`src/rtl/ser16_pkg.sv`:
```
package ser16_pkg;
  typedef struct packed {
    logic line;
    logic diag;
  } lb_mode_t;
endpackage

```
`src/rtl/ser16_timing.sv`:
```
module ser16_timing #(
  parameter int WORD_W = 16,
  parameter int FB_DIV = 16
) (
  input  logic clk_i,
  input  logic rst_ni,
  output logic word_ld_o,
  output logic par_clk_o,
  output logic fb_clk_o
);
  localparam int CNT_W = $clog2(WORD_W);
  localparam logic [CNT_W-1:0] LAST = CNT_W'(WORD_W - 1);
  localparam logic [CNT_W-1:0] HALF = CNT_W'(WORD_W / 2);

  logic [CNT_W-1:0] cnt_q, cnt_nxt;
  logic             pclk_q;

  assign word_ld_o = (cnt_q == LAST);
  assign cnt_nxt   = word_ld_o ? '0 : cnt_q + 1'b1;

  always_ff @(posedge clk_i or negedge rst_ni) begin
    if (!rst_ni) begin
      cnt_q  <= '0;
      pclk_q <= 1'b0;
    end else begin
      cnt_q  <= cnt_nxt;
      pclk_q <= (cnt_nxt >= HALF);
    end
  end

  assign par_clk_o = pclk_q;

  generate
    if (FB_DIV == WORD_W) begin : g_fb_shared
      assign fb_clk_o = pclk_q;
    end else begin : g_fb_own
      localparam int FB_W = $clog2(FB_DIV);
      localparam logic [FB_W-1:0] FB_LAST = FB_W'(FB_DIV - 1);
      localparam logic [FB_W-1:0] FB_HALF = FB_W'(FB_DIV / 2);
      logic [FB_W-1:0] fb_q, fb_nxt;
      logic            fbclk_q;
      assign fb_nxt = (fb_q == FB_LAST) ? '0 : fb_q + 1'b1;
      always_ff @(posedge clk_i or negedge rst_ni) begin
        if (!rst_ni) begin
          fb_q    <= '0;
          fbclk_q <= 1'b0;
        end else begin
          fb_q    <= fb_nxt;
          fbclk_q <= (fb_nxt >= FB_HALF);
        end
      end
      assign fb_clk_o = fbclk_q;
    end
  endgenerate
endmodule

```
`src/rtl/ser16_shift.sv`:
```
module ser16_shift #(
  parameter int WORD_W = 16
) (
  input  logic              clk_i,
  input  logic              rst_ni,
  input  logic              load_i,
  input  logic [WORD_W-1:0] word_i,
  output logic              bit_o
);
  logic [WORD_W-1:0] sr_q;

  always_ff @(posedge clk_i or negedge rst_ni) begin
    if (!rst_ni)     sr_q <= '0;
    else if (load_i) sr_q <= word_i;
    else             sr_q <= {sr_q[WORD_W-2:0], 1'b0};
  end

  assign bit_o = sr_q[WORD_W-1];
endmodule

```
`src/rtl/ser16_lbsel.sv`:
```
module ser16_lbsel
  import ser16_pkg::*;
(
  input  logic clk_i,
  input  logic rst_ni,
  input  logic line_lb_ni,
  input  logic diag_lb_ni,
  input  logic ser_bit_i,
  input  logic lline_data_i,
  input  logic lline_clk_i,
  input  logic rx_data_i,
  input  logic rx_clk_i,
  output logic tx_data_o,
  output logic tx_clk_o,
  output logic rx_data_o,
  output logic rx_clk_o
);
  lb_mode_t mode_q;

  always_ff @(posedge clk_i or negedge rst_ni) begin
    if (!rst_ni) mode_q <= '0;
    else         mode_q <= '{line: ~line_lb_ni, diag: ~diag_lb_ni};
  end

  assign tx_data_o = mode_q.line ? lline_data_i : ser_bit_i;
  assign tx_clk_o  = mode_q.line ? lline_clk_i  : clk_i;
  assign rx_data_o = mode_q.diag ? ser_bit_i    : rx_data_i;
  assign rx_clk_o  = mode_q.diag ? clk_i        : rx_clk_i;
endmodule

```
`src/rtl/ser16_tx.sv`:
```
module ser16_tx #(
  parameter int WORD_W = 16,
  parameter int FB_DIV = 16
) (
  input  logic              clk_i,
  input  logic              rst_ni,
  input  logic [WORD_W-1:0] par_data_i,
  input  logic              lline_data_i,
  input  logic              lline_clk_i,
  input  logic              rx_data_i,
  input  logic              rx_clk_i,
  input  logic              line_lb_ni,
  input  logic              diag_lb_ni,
  output logic              word_ld_o,
  output logic              par_clk_o,
  output logic              fb_clk_o,
  output logic              tx_data_o,
  output logic              tx_clk_o,
  output logic              rx_data_o,
  output logic              rx_clk_o
);
  logic ser_bit;

  ser16_timing #(.WORD_W(WORD_W), .FB_DIV(FB_DIV)) u_timing (
    .clk_i    (clk_i),
    .rst_ni   (rst_ni),
    .word_ld_o(word_ld_o),
    .par_clk_o(par_clk_o),
    .fb_clk_o (fb_clk_o)
  );

  ser16_shift #(.WORD_W(WORD_W)) u_shift (
    .clk_i (clk_i),
    .rst_ni(rst_ni),
    .load_i(word_ld_o),
    .word_i(par_data_i),
    .bit_o (ser_bit)
  );

  ser16_lbsel u_lbsel (
    .clk_i       (clk_i),
    .rst_ni      (rst_ni),
    .line_lb_ni  (line_lb_ni),
    .diag_lb_ni  (diag_lb_ni),
    .ser_bit_i   (ser_bit),
    .lline_data_i(lline_data_i),
    .lline_clk_i (lline_clk_i),
    .rx_data_i   (rx_data_i),
    .rx_clk_i    (rx_clk_i),
    .tx_data_o   (tx_data_o),
    .tx_clk_o    (tx_clk_o),
    .rx_data_o   (rx_data_o),
    .rx_clk_o    (rx_clk_o)
  );
endmodule

```
`config.mk`:
```
export PLATFORM = sky130hd
export DESIGN_NAME = ser16_tx
export DESIGN_NICKNAME = d
export VERILOG_FILES = /design/src/rtl/ser16_pkg.sv /design/src/rtl/ser16_timing.sv /design/src/rtl/ser16_shift.sv /design/src/rtl/ser16_lbsel.sv /design/src/rtl/ser16_tx.sv
export SDC_FILE = /design/constraint.sdc
export NUM_CORES = 1
export LEC_CHECK = 0
export ABC_AREA = 1
export BUFFER_PORTS_ARGS = -buffer_cell sky130_fd_sc_hd__buf_2
export CORE_ASPECT_RATIO = 1.4
export CORE_MARGIN = 2
export CORE_UTILIZATION = 43
export DETAILED_ROUTE_END_ITERATION = 6
export GPL_TIMING_DRIVEN = 0
export PLACE_DENSITY = 0.73
export SETUP_SLACK_MARGIN = 0.02
export SYNTH_ARGS = -nofsm -noshare
export SYNTH_HDL_FRONTEND = slang
export SYNTH_SLANG_ARGS = --single-unit
```
`constraint.sdc`:
```
create_clock -name clk_i -period 1.2 [get_ports clk_i]
set_clock_uncertainty 0.05 [all_clocks]
set_input_delay 0.12 -clock clk_i [delete_from_list [all_inputs] [get_ports clk_i]]
set_output_delay 0.12 -clock clk_i [all_outputs]
set_load 0.02 [all_outputs]
```
==> metrics.json, run 1 <==
{
  "yosys": {
    "area_fraction_in_compound_gates_after_synthesis_pct": 2.195,
    "synthSimpleGateAreaFrac_pct": 25.93,
    "multiplexer_share_of_the_synthesized_area_pct": 0,
    "instance_count_of_the_mapped_netlist": 99,
    "syn_nets": 124,
    "synthDominantCellAreaShare_pct": 63.10,
    "synthesis.area_per_instance_um2": 9.213,
    "synth_xor_xnor_area_share_pct": 0.9602,
    "netlist-cell-type-count": 15,
    "yosysWarningCount": 0,
    "netlist_top_cells_area": "sky130_fd_sc_hd__dfrtp_1 63%, sky130_fd_sc_hd__nand2_1 21%, sky130_fd_sc_hd__inv_1 3.3%",
    "adder_and_majority_gate_portion_of_the_synthesized_area_pct": 1.372,
    "netlist_area_before_placement_um2": 912.1,
    "yosys.area.top_type": "sky130_fd_sc_hd__dfrtp_1",
    "postSynthRegisterBits": 23,
    "synth_top_family_by_area": "simple AND/OR/NAND/NOR gates",
    "synth.yosys.seq_area_share_pct": 63.10
  },
  "global_routing": {
    "grt_remaining_overflow": 262100,
    "grt_use_total_pct": 16980,
    "grt_max_degree": 24
  },
  "clock_tree": {
    "htree_levels": 1,
    "clockBufferDepth": 2,
    "cts-root-buf": "sky130_fd_sc_hd__clkbuf_4",
    "tritoncts.num_buffers": 3
  },
  "placement": {
    "pre_cts_ws_ns": -0.1668,
    "detailed_place_hpwl_mm": 1.186,
    "gp_congestion": 0.6498,
    "placedInstanceArea_um2": 1095,
    "portBuffers": 30,
    "dpl.cell_count": 150
  },
  "run_status": {
    "stop_error": "[ERROR GRT-0232] Routing congestion too high. Check the congestion heatmap in the GUI.",
    "result_of_the_run": "aborted with a tool error",
    "stop_stage": "global routing (5_1_grt)"
  },
  "floorplan": {
    "floorplan.die.width_um": 42.93,
    "chipHeight_um": 58.50,
    "start_util_pct": 46.23,
    "rows": 19,
    "io_pins": 31
  }
}
kinds of logic after synthesis:
kind of cell,count (synthesis)
and+or+nand+nor,58
DFF,23
buffers and inverters,12
AOI/OAI and AO/OA,4
xor gates and xnor gates,1
adders and majority gates,1
metrics by stage:
stage,hold slack [ns],utilization [%]
2_1_floorplan,-0.2256,-
4_1_cts,0.09503,72.54
3_3_place_gp,0.06327,55.49
3_5_place_dp,0.06390,55.49
Yosys cell counts:
master / n
sky130_fd_sc_hd__inv_1: 8
sky130_fd_sc_hd__nand3_1: 2
sky130_fd_sc_hd__dfrtp_1: 23
sky130_fd_sc_hd__nand2_1: 51
sky130_fd_sc_hd__xor2_1: 1
sky130_fd_sc_hd__clkinv_2: 1
sky130_fd_sc_hd__o21ai_0: 2
sky130_fd_sc_hd__nand3_4: 1
sky130_fd_sc_hd__nor2_1: 3
sky130_fd_sc_hd__a21oi_1: 2
sky130_fd_sc_hd__ha_1: 1
sky130_fd_sc_hd__nand4_1: 1
sky130_fd_sc_hd__buf_2: 1
sky130_fd_sc_hd__buf_6: 1
sky130_fd_sc_hd__buf_4: 1
routing by layer:
| layer | track usage, % | overflow |
|---|---|---|
| met5 | 0 | 0 |
| met4 | 87780 | 196600 |
| met3 | 20110 | 65530 |
| met2 | 38.31 | 0 |
| met1 | 21.06 | 0 |
timing repair:
action	4_1_cts
hold endpoints to repair	41
pin swaps	2
setup endpoints to repair	16
setup buffers	8
hold buffers	19
gates resized for setup	16
==> inputs of run 2 (changes only) <==
--- a/config.mk
+++ b/config.mk
@@ -7,13 +7,11 @@
 export LEC_CHECK = 0
 export ABC_AREA = 1
 export BUFFER_PORTS_ARGS = -buffer_cell sky130_fd_sc_hd__buf_2
-export CORE_ASPECT_RATIO = 1.4
-export CORE_MARGIN = 2
-export CORE_UTILIZATION = 43
+export CORE_AREA = 2 2 63 65
 export DETAILED_ROUTE_END_ITERATION = 6
+export DIE_AREA = 0 0 65 67
 export GPL_TIMING_DRIVEN = 0
-export PLACE_DENSITY = 0.73
-export SETUP_SLACK_MARGIN = 0.02
+export PLACE_DENSITY_LB_ADDON = 0.15
 export SYNTH_ARGS = -nofsm -noshare
 export SYNTH_HDL_FRONTEND = slang
 export SYNTH_SLANG_ARGS = --single-unit
==> constraint.sdc (replaced) <==
create_clock -name clk_i -period 1.6 [get_ports clk_i]
set_clock_uncertainty 0.05 [all_clocks]
set_input_delay 0.16 -clock clk_i [delete_from_list [all_inputs] [get_ports clk_i]]
set_output_delay 0.16 -clock clk_i [all_outputs]
set_load 0.02 [all_outputs]
==> metrics.json, run 2 <==
{
  "sta": {
    "fin_tns_setup_ns": 0,
    "fin_ws_ns": 0.06574,
    "unrepaired_setup_endpoints_after_global_routing": "no",
    "fmax_ghz": 0.6557,
    "period_minus_slack_ns": 1.534,
    "timing.hold.ws_ns": 0.02811,
    "maxSlewHeadroom_pct": 65.86,
    "least_margin_pin_slew_ns": 0.5121,
    "setup_viol": 0,
    "final-max-slew-violation-count": 0,
    "timing.final.crit_share_pct": 95.89,
    "timing_hold_violations_final": 0
  },
  "floorplan": {
    "die_area_um2": 4355,
    "placeableCoreArea_um2": 3606,
    "chipHeight_um": 67,
    "rows": 22,
    "floorplan.die.width_um": 65,
    "io_pins": 31,
    "start_util_pct": 25.29
  },
  "power": {
    "power_frac_comb_pct": 6.5,
    "clock_network_fraction_of_design_power_pct": 40.4,
    "p_switching_uw": 298.4,
    "intPower_uw": 851.8,
    "power_per_cell_area_nw_per_um2": 913.8,
    "power_leakage_nw": 0.7090,
    "worst_ir_drop_vdd_mv": 0.4088,
    "switching_share_pct": 25.94,
    "power.share.sequential_pct": 53.0
  },
  "yosys": {
    "synthArstFlopShare_pct": 100.0,
    "netlist_top_cells_area": "sky130_fd_sc_hd__dfrtp_1 63%, sky130_fd_sc_hd__nand2_1 21%, sky130_fd_sc_hd__inv_1 3.3%",
    "synthDominantCellAreaShare_pct": 63.10,
    "synth_top_cells_by_count": "51 x sky130_fd_sc_hd__nand2_1, 23 x sky130_fd_sc_hd__dfrtp_1, 8 x sky130_fd_sc_hd__inv_1, 3 x sky130_fd_sc_hd__nor2_1",
    "syn_nets": 124,
    "ys.flop_type": "sky130_fd_sc_hd__dfrtp_1",
    "synthMostInstantiatedCell": "sky130_fd_sc_hd__nand2_1",
    "synth.yosys.seq_area_share_pct": 63.10,
    "postSynthRegisterBits": 23,
    "yosysWarningCount": 0,
    "netlist-cell-type-count": 15,
    "yosys.area.top_type": "sky130_fd_sc_hd__dfrtp_1",
    "netlist_area_before_placement_um2": 912.1,
    "synthesis.area_per_instance_um2": 9.213,
    "instance_count_of_the_mapped_netlist": 99,
    "synth-edff-count": 0
  },
  "drt": {
    "routed_wirelength_mm": 1.845,
    "drt_iter0_drc": 13,
    "wl_met3_um": 136,
    "top_layer_used": "met4",
    "average_wire_length_per_cell_after_detail_routing_um": 9.711,
    "drt.antenna.violating_nets": 0,
    "wl_met1_um": 892,
    "route.met2.wl_um": 802,
    "post-route-drc-count": 0,
    "vias_per_cell": 3.847,
    "first_pass_iters": 4,
    "vias_after_detailed_routing": 731
  },
  "finish": {
    "largest_reg_flops": 16,
    "mostFrequentLayoutCell": "sky130_fd_sc_hd__nand2_1",
    "nNetsFinal": 168,
    "layout-drive-gt1-share_pct": 30.99,
    "reg_top3": "u_shift.sr_q: 16 flops, u_timing.cnt_q: 4 flops, u_lbsel.mode_q: 2 flops",
    "final_core_util_pct": 34.91,
    "antenna_cells": 0,
    "regMostFlops": "u_shift.sr_q",
    "most-common-layout-cells": "51 x sky130_fd_sc_hd__nand2_1, 30 x sky130_fd_sc_hd__buf_2, 23 x sky130_fd_sc_hd__dfrtp_1, 9 x sky130_fd_sc_hd__inv_1, 7 x sky130_fd_sc_hd__buf_4",
    "areaGrowthSynthToFinish_pct": 38.00
  },
  "setup_path": {
    "critPathCaptureType": "output port",
    "timing.critical_path.cells": "clkbuf_8 > buf_8 > inv_1 > o21ai_0 > buf_2",
    "data_arrival_critical_path_ns": 1.32,
    "cp_data_required_time_ns": 1.39,
    "setup.worst_path.start_class": "clock port",
    "reg2reg_launch_point": "u_timing.cnt_q[1]",
    "critical-path-max-stage-delay_ns": 0.16,
    "critical_path.startpoint": "clk_i",
    "criticalPathCategory": "clock port to output port",
    "max_fanout_on_critical_path": 13,
    "crit_slowest_cell": "sky130_fd_sc_hd__buf_2"
  },
  "placement": {
    "portBuffers": 30,
    "pre_cts_ws_ns": 0.1124,
    "gp_congestion": 0.6641
  },
  "clock_tree": {
    "clockBufferDepth": 2,
    "tritoncts.num_buffers": 3,
    "clkTransAtPathRegs_ns": 0.08,
    "clock_insertion_delay_worst_skew_ns": 0.27,
    "tritoncts": "yes",
    "htree_levels": 1,
    "cts-root-buf": "sky130_fd_sc_hd__clkbuf_8"
  },
  "worst_hold_path": {
    "hp-start": "par_data_i[5]",
    "worstHoldPathType": "primary input to register"
  },
  "run_status": {
    "result_of_the_run": "finished, final reports clean"
  },
  "flow_run": {
    "max-cap-violations": 0
  },
  "global_routing": {
    "grt_use_total_pct": 9.746,
    "grt_remaining_overflow": 0,
    "grt_max_degree": 24,
    "wire_length_of_the_first_global_routing_pass_mm": 3.139,
    "via_count_of_the_first_global_routing_pass": 720,
    "grt_antenna_before_repair": 0
  }
}
## run 2: cell counts after synthesis
Identical to the previous run, type by type.
## run 2: worst max-delay path, delay by kind of cell
family / cells / cell delay, ns
AO/OA/AOI/OAI: 1 / 0.06
buffers and inverters: 4 / 0.46
## run 2: routing by layer
layer  global-route usage, %  up-vias
met3                   4.392        2
met2                   15.34       29
li1                        -      380
met5                       0        -
met1                   11.97      320
met4                   2.926        0
## run 2: worst paths after layout
path                                         to  slack (ns)  cells after the start
worst max-delay path                   tx_clk_o        0.07                      5
worst min-delay path            u_shift.sr_q[5]        0.03                      3
worst max register to register  u_shift.sr_q[7]        0.28                      6
worst min register to register  u_shift.sr_q[2]        0.39                      2
max in group asynchronous       u_shift.sr_q[1]        0.79                      2
min in group asynchronous       u_shift.sr_q[7]        0.34                      2
## run 2: layout make-up
type	instances	area, µm²
fill	382	2347
multi-input combinational	64	290.3
inverter	8	35.03
tap	48	60.06
clock buffer	5	52.55
buffer	3	23.77
timing repair buffer	36	210.2
clock inverter	3	11.26
sequential	23	575.6
## run 2: power groups by stage
stage               logic [mW]  registers (mW)  clock network, mW
finish                  0.0750           0.610              0.465
detailed placement      0.0716           0.621             0.0723
CTS                     0.0776           0.610              0.469
floorplan               0.0251           0.619             0.0537
global placement        0.0700           0.621             0.0723
global route            0.0884           0.613              0.525
## run 2: kinds of logic after synthesis
kind of cell,synth area share (%)
compound gates,2.195
xor+xnor,0.9604
fa+ha+maj,1.372
buf+inv,6.446
flops,63.10
simple gates,25.93
## run 2: timing repair
action / CTS / global route
buffers inserted: 2 / 3
hold endpoints to repair: 25 / 0
endpoints found under the setup margin: 1 / 2
pin swaps: 0 / 1
resized for setup: 3 / 2
hold buffers: 3 / 0
## run 2: per-stage QoR
step / power (mW) / cell area [µm²] / std cells
finish: 1.150 / 1259 / 190
global placement: 0.7632 / 1122 / 177
global route: 1.226 / 1259 / 190
CTS: 1.156 / 1232 / 187
detailed placement: 0.7649 / 1122 / 177
floorplan: 0.6983 / 912.1 / 99
Power figures use the tool's default switching activity.
==> inputs of run 3 (changes only) <==
--- a/config.mk
+++ b/config.mk
@@ -6,12 +6,12 @@
 export NUM_CORES = 1
 export LEC_CHECK = 0
 export ABC_AREA = 1
-export BUFFER_PORTS_ARGS = -buffer_cell sky130_fd_sc_hd__buf_2
+export BUFFER_PORTS_ARGS = -buffer_cell sky130_fd_sc_hd__buf_4
 export CORE_AREA = 2 2 63 65
 export DETAILED_ROUTE_END_ITERATION = 6
 export DIE_AREA = 0 0 65 67
 export GPL_TIMING_DRIVEN = 0
-export PLACE_DENSITY_LB_ADDON = 0.15
+export PLACE_DENSITY_LB_ADDON = 0.3
 export SYNTH_ARGS = -nofsm -noshare
 export SYNTH_HDL_FRONTEND = slang
 export SYNTH_SLANG_ARGS = --single-unit
==> metrics.json, run 3 (synthesized netlist as in run 2, its figures left out) <==
{
  "run_status": {
    "result_of_the_run": "finished, final reports clean"
  },
  "setup_path": {
    "timing.critical_path.cells": "ha_4 > nand3_4 > clkinv_4 > buf_6 > buf_4",
    "max_fanout_on_critical_path": 10,
    "crit_buf_inv": 3,
    "critical-path-max-stage-delay_ns": 0.43,
    "critical_path.top_delay_family": "flip-flops",
    "setup.worst_path.start_class": "register",
    "criticalPathCategory": "register to output port",
    "critPathCaptureType": "output port",
    "cp_data_required_time_ns": 1.39,
    "data_arrival_critical_path_ns": 1.35,
    "crit_slowest_cell": "sky130_fd_sc_hd__dfrtp_1"
  },
  "finish": {
    "nNetsFinal": 165,
    "largest_reg_flops": 16,
    "final_cells": 187,
    "antenna_cells": 0,
    "reg_top3": "u_shift.sr_q: 16 flops, u_timing.cnt_q: 4 flops, u_lbsel.mode_q: 2 flops",
    "final.fill_count": 362,
    "most-common-layout-cells": "51 x sky130_fd_sc_hd__nand2_1, 33 x sky130_fd_sc_hd__buf_4, 23 x sky130_fd_sc_hd__dfrtp_1, 9 x sky130_fd_sc_hd__inv_1",
    "layout-drive-gt1-share_pct": 30.22,
    "areaGrowthSynthToFinish_pct": 47.46,
    "regMostFlops": "u_shift.sr_q",
    "mostFrequentLayoutCell": "sky130_fd_sc_hd__nand2_1",
    "sequential_cell_area_um2": 575.6,
    "area_of_combinational_cells_with_multiple_inputs_um2": 290.3
  },
  "sta": {
    "final-max-slew-violation-count": 0,
    "unrepaired_setup_endpoints_after_global_routing": "yes",
    "setup_viol": 0,
    "timing_hold_violations_final": 0,
    "timing.final.crit_share_pct": 97.58,
    "fmax_ghz": 0.6405,
    "period_minus_slack_ns": 1.561,
    "fin_tns_setup_ns": 0,
    "maxSlewHeadroom_pct": 80.42,
    "least_margin_pin_slew_ns": 0.2937
  },
  "placement": {
    "detailed_place_hpwl_mm": 1.324,
    "gp_congestion": 0.6853,
    "portBuffers": 30,
    "dpl.cell_count": 177
  },
  "drt": {
    "post-route-drc-count": 0,
    "drt_iter0_drc": 37,
    "average_wire_length_per_cell_after_detail_routing_um": 10.60,
    "first_pass_iters": 4,
    "routed_wirelength_mm": 1.982,
    "vias_per_cell": 4.075,
    "drt.antenna.violating_nets": 0,
    "vias_after_detailed_routing": 762
  },
  "worst_hold_path": {
    "worstHoldPathType": "primary input to register"
  },
  "flow_run": {
    "max-cap-violations": 0
  },
  "power": {
    "power_leakage_nw": 0.7334,
    "worst_ir_drop_vdd_mv": 0.3915,
    "power_per_cell_area_nw_per_um2": 1039
  },
  "floorplan": {
    "chipHeight_um": 67,
    "floorplan.die.width_um": 65,
    "placeableCoreArea_um2": 3606,
    "io_pins": 31,
    "rows": 22,
    "start_util_pct": 25.29,
    "die_area_um2": 4355
  },
  "global_routing": {
    "grt_antenna_before_repair": 0,
    "wire_length_of_the_first_global_routing_pass_mm": 3.415,
    "grt_use_total_pct": 10.59,
    "grt_max_degree": 24,
    "via_count_of_the_first_global_routing_pass": 810,
    "grt_remaining_overflow": 0
  },
  "clock_tree": {
    "clkTransAtPathRegs_ns": 0.08,
    "htree_levels": 1,
    "tritoncts": "yes",
    "cts-root-buf": "sky130_fd_sc_hd__clkbuf_8",
    "clock_insertion_delay_worst_skew_ns": 0.27,
    "tritoncts.num_buffers": 3,
    "clockBufferDepth": 2
  }
}
## run 3: cell count changes in the layout (fill, tap and decap cells not counted), sizes merged
cell,delta
buf,-4
bufinv,+1
clkbuf,+1
clkinv,-1
## run 3: per-stage QoR
stage | power, mW | instance area [µm²] | setup slack [ns] | util, % | hold slack [ns]
floorplan | 0.6983 | 912.1 | 0.3333 | - | -0.1856
global placement | 0.7946 | 1197 | 0.1383 | 33.21 | 0.01581
detailed placement | 0.7979 | 1197 | 0.1326 | 33.21 | 0.02092
CTS | 1.417 | 1335 | 0.006022 | 37.02 | 0.03094
global route | 1.472 | 1345 | -0.02163 | 37.30 | 0.03774
finish | 1.398 | 1345 | 0.03877 | 37.30 | 0.02919
## run 3: timing repair
item / CTS / global route
resized for setup: 3 / 2
hold endpoints to repair: 25 / 0
buffers inserted: 2 / 0
gates cloned: 0 / 0
endpoints found under the setup margin: 2 / 2
hold buffers: 3 / 0
## run 3: where the power goes
group          internal [mW]  switching, mW
registers              0.603        0.00761
clock network          0.430          0.264
logic                 0.0551         0.0392
## run 3: layout make-up
class | count | area share (%)
repair buffers | 33 | 18.98
inverters | 8 | 2.605
plain buffers | 3 | 1.767
clock buffers | 5 | 5.023
flip-flops and latches | 23 | 42.79
clock inverters | 3 | 2.791
multi-input cells | 64 | 21.58
well taps | 48 | 4.465
## run 3: worst paths after layout
check / from / to / slack [ns] / cells after the start
hold / removal: par_data_i[8] / u_shift.sr_q[8] / 0.03 / 3
setup / recovery: u_timing.cnt_q[1] / word_ld_o / 0.04 / 5
min in group asynchronous: rst_ni / u_shift.sr_q[12] / 0.26 / 2
setup reg to reg: u_timing.cnt_q[1] / u_shift.sr_q[4] / 0.27 / 6
hold reg to reg: u_shift.sr_q[0] / u_shift.sr_q[1] / 0.40 / 2
max in group asynchronous: rst_ni / u_lbsel.mode_q[0] / 0.99 / 2
## run 3: tightest hold or removal path: cells and delay by family
family	cells	cell delay [ns]
buf+inv	1	0.08
simple gates	2	0.08
## run 3: routing by layer
layer	wire length (µm)	global-route usage, %
met1	894	11.66
met2	848	16.75
met3	148	2.196
met4	91	10.37
met5	0	0
==> inputs of run 4 (changes only) <==
--- a/config.mk
+++ b/config.mk
@@ -7,7 +7,9 @@
 export LEC_CHECK = 0
 export ABC_AREA = 1
 export BUFFER_PORTS_ARGS = -buffer_cell sky130_fd_sc_hd__buf_4
+export CAP_MARGIN = 15
 export CORE_AREA = 2 2 63 65
+export CTS_BUF_LIST = sky130_fd_sc_hd__clkbuf_16
 export DETAILED_ROUTE_END_ITERATION = 6
 export DIE_AREA = 0 0 65 67
 export GPL_TIMING_DRIVEN = 0
==> metrics.json, run 4 (synthesized netlist as in run 2, its figures left out) <==
{
  "placement": {
    "dpl.cell_count": 177,
    "gp_congestion": 0.6853,
    "detailed_place_hpwl_mm": 1.324,
    "portBuffers": 30
  },
  "global_routing": {
    "grt_antenna_before_repair": 0,
    "grt_max_degree": 24,
    "grt_use_total_pct": 10.47,
    "grt_remaining_overflow": 0,
    "wire_length_of_the_first_global_routing_pass_mm": 3.374,
    "via_count_of_the_first_global_routing_pass": 788
  },
  "sta": {
    "timing.final.crit_share_pct": 97.04,
    "timing_hold_violations_final": 0,
    "maxSlewHeadroom_pct": 80.69,
    "setup_viol": 0,
    "least_margin_pin_slew_ns": 0.2896,
    "fin_tns_setup_ns": 0,
    "period_minus_slack_ns": 1.553,
    "fmax_ghz": 0.6495,
    "final-max-slew-violation-count": 0,
    "unrepaired_setup_endpoints_after_global_routing": "no"
  },
  "drt": {
    "post-route-drc-count": 0,
    "average_wire_length_per_cell_after_detail_routing_um": 10.19,
    "drt.antenna.violating_nets": 0,
    "vias_per_cell": 4.076,
    "vias_after_detailed_routing": 803,
    "drt_iter0_drc": 38,
    "first_pass_iters": 3,
    "routed_wirelength_mm": 2.008
  },
  "power": {
    "worst_ir_drop_vdd_mv": 0.4111,
    "power_per_cell_area_nw_per_um2": 1125,
    "power_leakage_nw": 0.7873
  },
  "floorplan": {
    "chipHeight_um": 67,
    "placeableCoreArea_um2": 3606,
    "floorplan.die.width_um": 65,
    "start_util_pct": 25.29,
    "die_area_um2": 4355,
    "rows": 22,
    "io_pins": 31
  },
  "setup_path": {
    "critical_path.startpoint": "clk_i",
    "max_fanout_on_critical_path": 10,
    "reg2reg_launch_point": "u_timing.cnt_q[0]",
    "cp_data_required_time_ns": 1.39,
    "setup.worst_path.start_class": "clock port",
    "data_arrival_critical_path_ns": 1.34,
    "criticalPathCategory": "clock port to output port",
    "critPathCaptureType": "output port"
  },
  "clock_tree": {
    "clockBufferDepth": 2,
    "clock_insertion_delay_worst_skew_ns": 0.36,
    "clkTransAtPathRegs_ns": 0.06,
    "tritoncts": "yes",
    "cts-root-buf": "sky130_fd_sc_hd__clkbuf_16",
    "tritoncts.num_buffers": 3,
    "htree_levels": 1
  },
  "finish": {
    "nNetsFinal": 175,
    "mostFrequentLayoutCell": "sky130_fd_sc_hd__nand2_1",
    "largest_reg_flops": 16,
    "most-common-layout-cells": "51 x sky130_fd_sc_hd__nand2_1, 36 x sky130_fd_sc_hd__buf_4, 23 x sky130_fd_sc_hd__dfrtp_1, 10 x sky130_fd_sc_hd__dlygate4sd3_1, 9 x sky130_fd_sc_hd__inv_1",
    "layout-drive-gt1-share_pct": 30.20,
    "antenna_cells": 0,
    "areaGrowthSynthToFinish_pct": 60.08,
    "final_cells": 197,
    "reg_top3": "u_shift.sr_q: 16 flops, u_timing.cnt_q: 4 flops, u_lbsel.mode_q: 2 flops",
    "regMostFlops": "u_shift.sr_q"
  },
  "run_status": {
    "result_of_the_run": "finished, final reports clean"
  },
  "worst_hold_path": {
    "worstHoldPathType": "primary input to register",
    "hp-start": "par_data_i[8]"
  },
  "flow_run": {
    "max-cap-violations": 0
  }
}
-- run 4: per-layer routing --
layer / global-route usage (%) / vias up / wire, µm
li1: - / 397 / -
met1: 11.74 / 361 / 902
met2: 15.98 / 33 / 848
met3: 2.196 / 12 / 148
met4: 10.90 / 0 / 109
met5: 0 / - / 0
-- run 4: path summary, 6_finish.rpt --
check | end | slack, ns | cells after the start
max in group asynchronous | u_lbsel.mode_q[1] | 0.98 | 2
worst max-delay path | rx_clk_o | 0.05 | 5
worst min register to register | u_shift.sr_q[2] | 0.32 | 2
worst min-delay path | u_shift.sr_q[8] | 0.05 | 3
min in group asynchronous | u_shift.sr_q[6] | 0.19 | 2
worst max register to register | u_shift.sr_q[7] | 0.28 | 6
-- run 4: final cells by class --
cell class	count	area, µm²
clock buffer	8	112.6
timing repair buffer	40	325.3
sequential	23	575.6
fill	359	2146
inverter	8	35.03
multi-input combinational	64	290.3
clock inverter	3	37.54
buffer	3	23.77
tap	48	60.06
-- run 4: worst max-delay path, stage by stage --
cell,delay (ns)
sky130_fd_sc_hd__clkbuf_16,0.13
sky130_fd_sc_hd__clkbuf_16,0.15
sky130_fd_sc_hd__inv_1,0.05
sky130_fd_sc_hd__a21oi_1,0.06
sky130_fd_sc_hd__buf_4,0.16
-- run 4: power breakdown --
| group | switching, mW | internal [mW] | total (mW) |
|---|---|---|---|
| clock | 0.296 | 0.628 | 0.924 |
| combinational | 0.0414 | 0.0662 | 0.108 |
| sequential | 0.00749 | 0.604 | 0.612 |
| total | 0.345 | 1.30 | 1.64 |
-- run 4: metrics by stage --
step           power [mW]  hold WS (ns)  worst slack (ns)  instance area, µm²  utilization [%]
2_1_floorplan      0.6983       -0.1856            0.3333               912.1                -
3_3_place_gp       0.7946       0.01581            0.1383                1197            33.21
3_5_place_dp       0.7979       0.02092            0.1326                1197            33.21
4_1_cts             1.539       0.04029           0.02483                1358            37.65
5_1_grt             1.726       0.06326          0.005389                1460            40.49
6_report            1.643       0.05068           0.04742                1460            40.49
-- run 4: repair_timing --
item,4_1_cts,5_1_grt
resized for setup,3,1
endpoints found under the hold margin,25,7
setup buffers,2,3
hold buffers,3,7
gates cloned,0,0
setup endpoints to repair,2,2
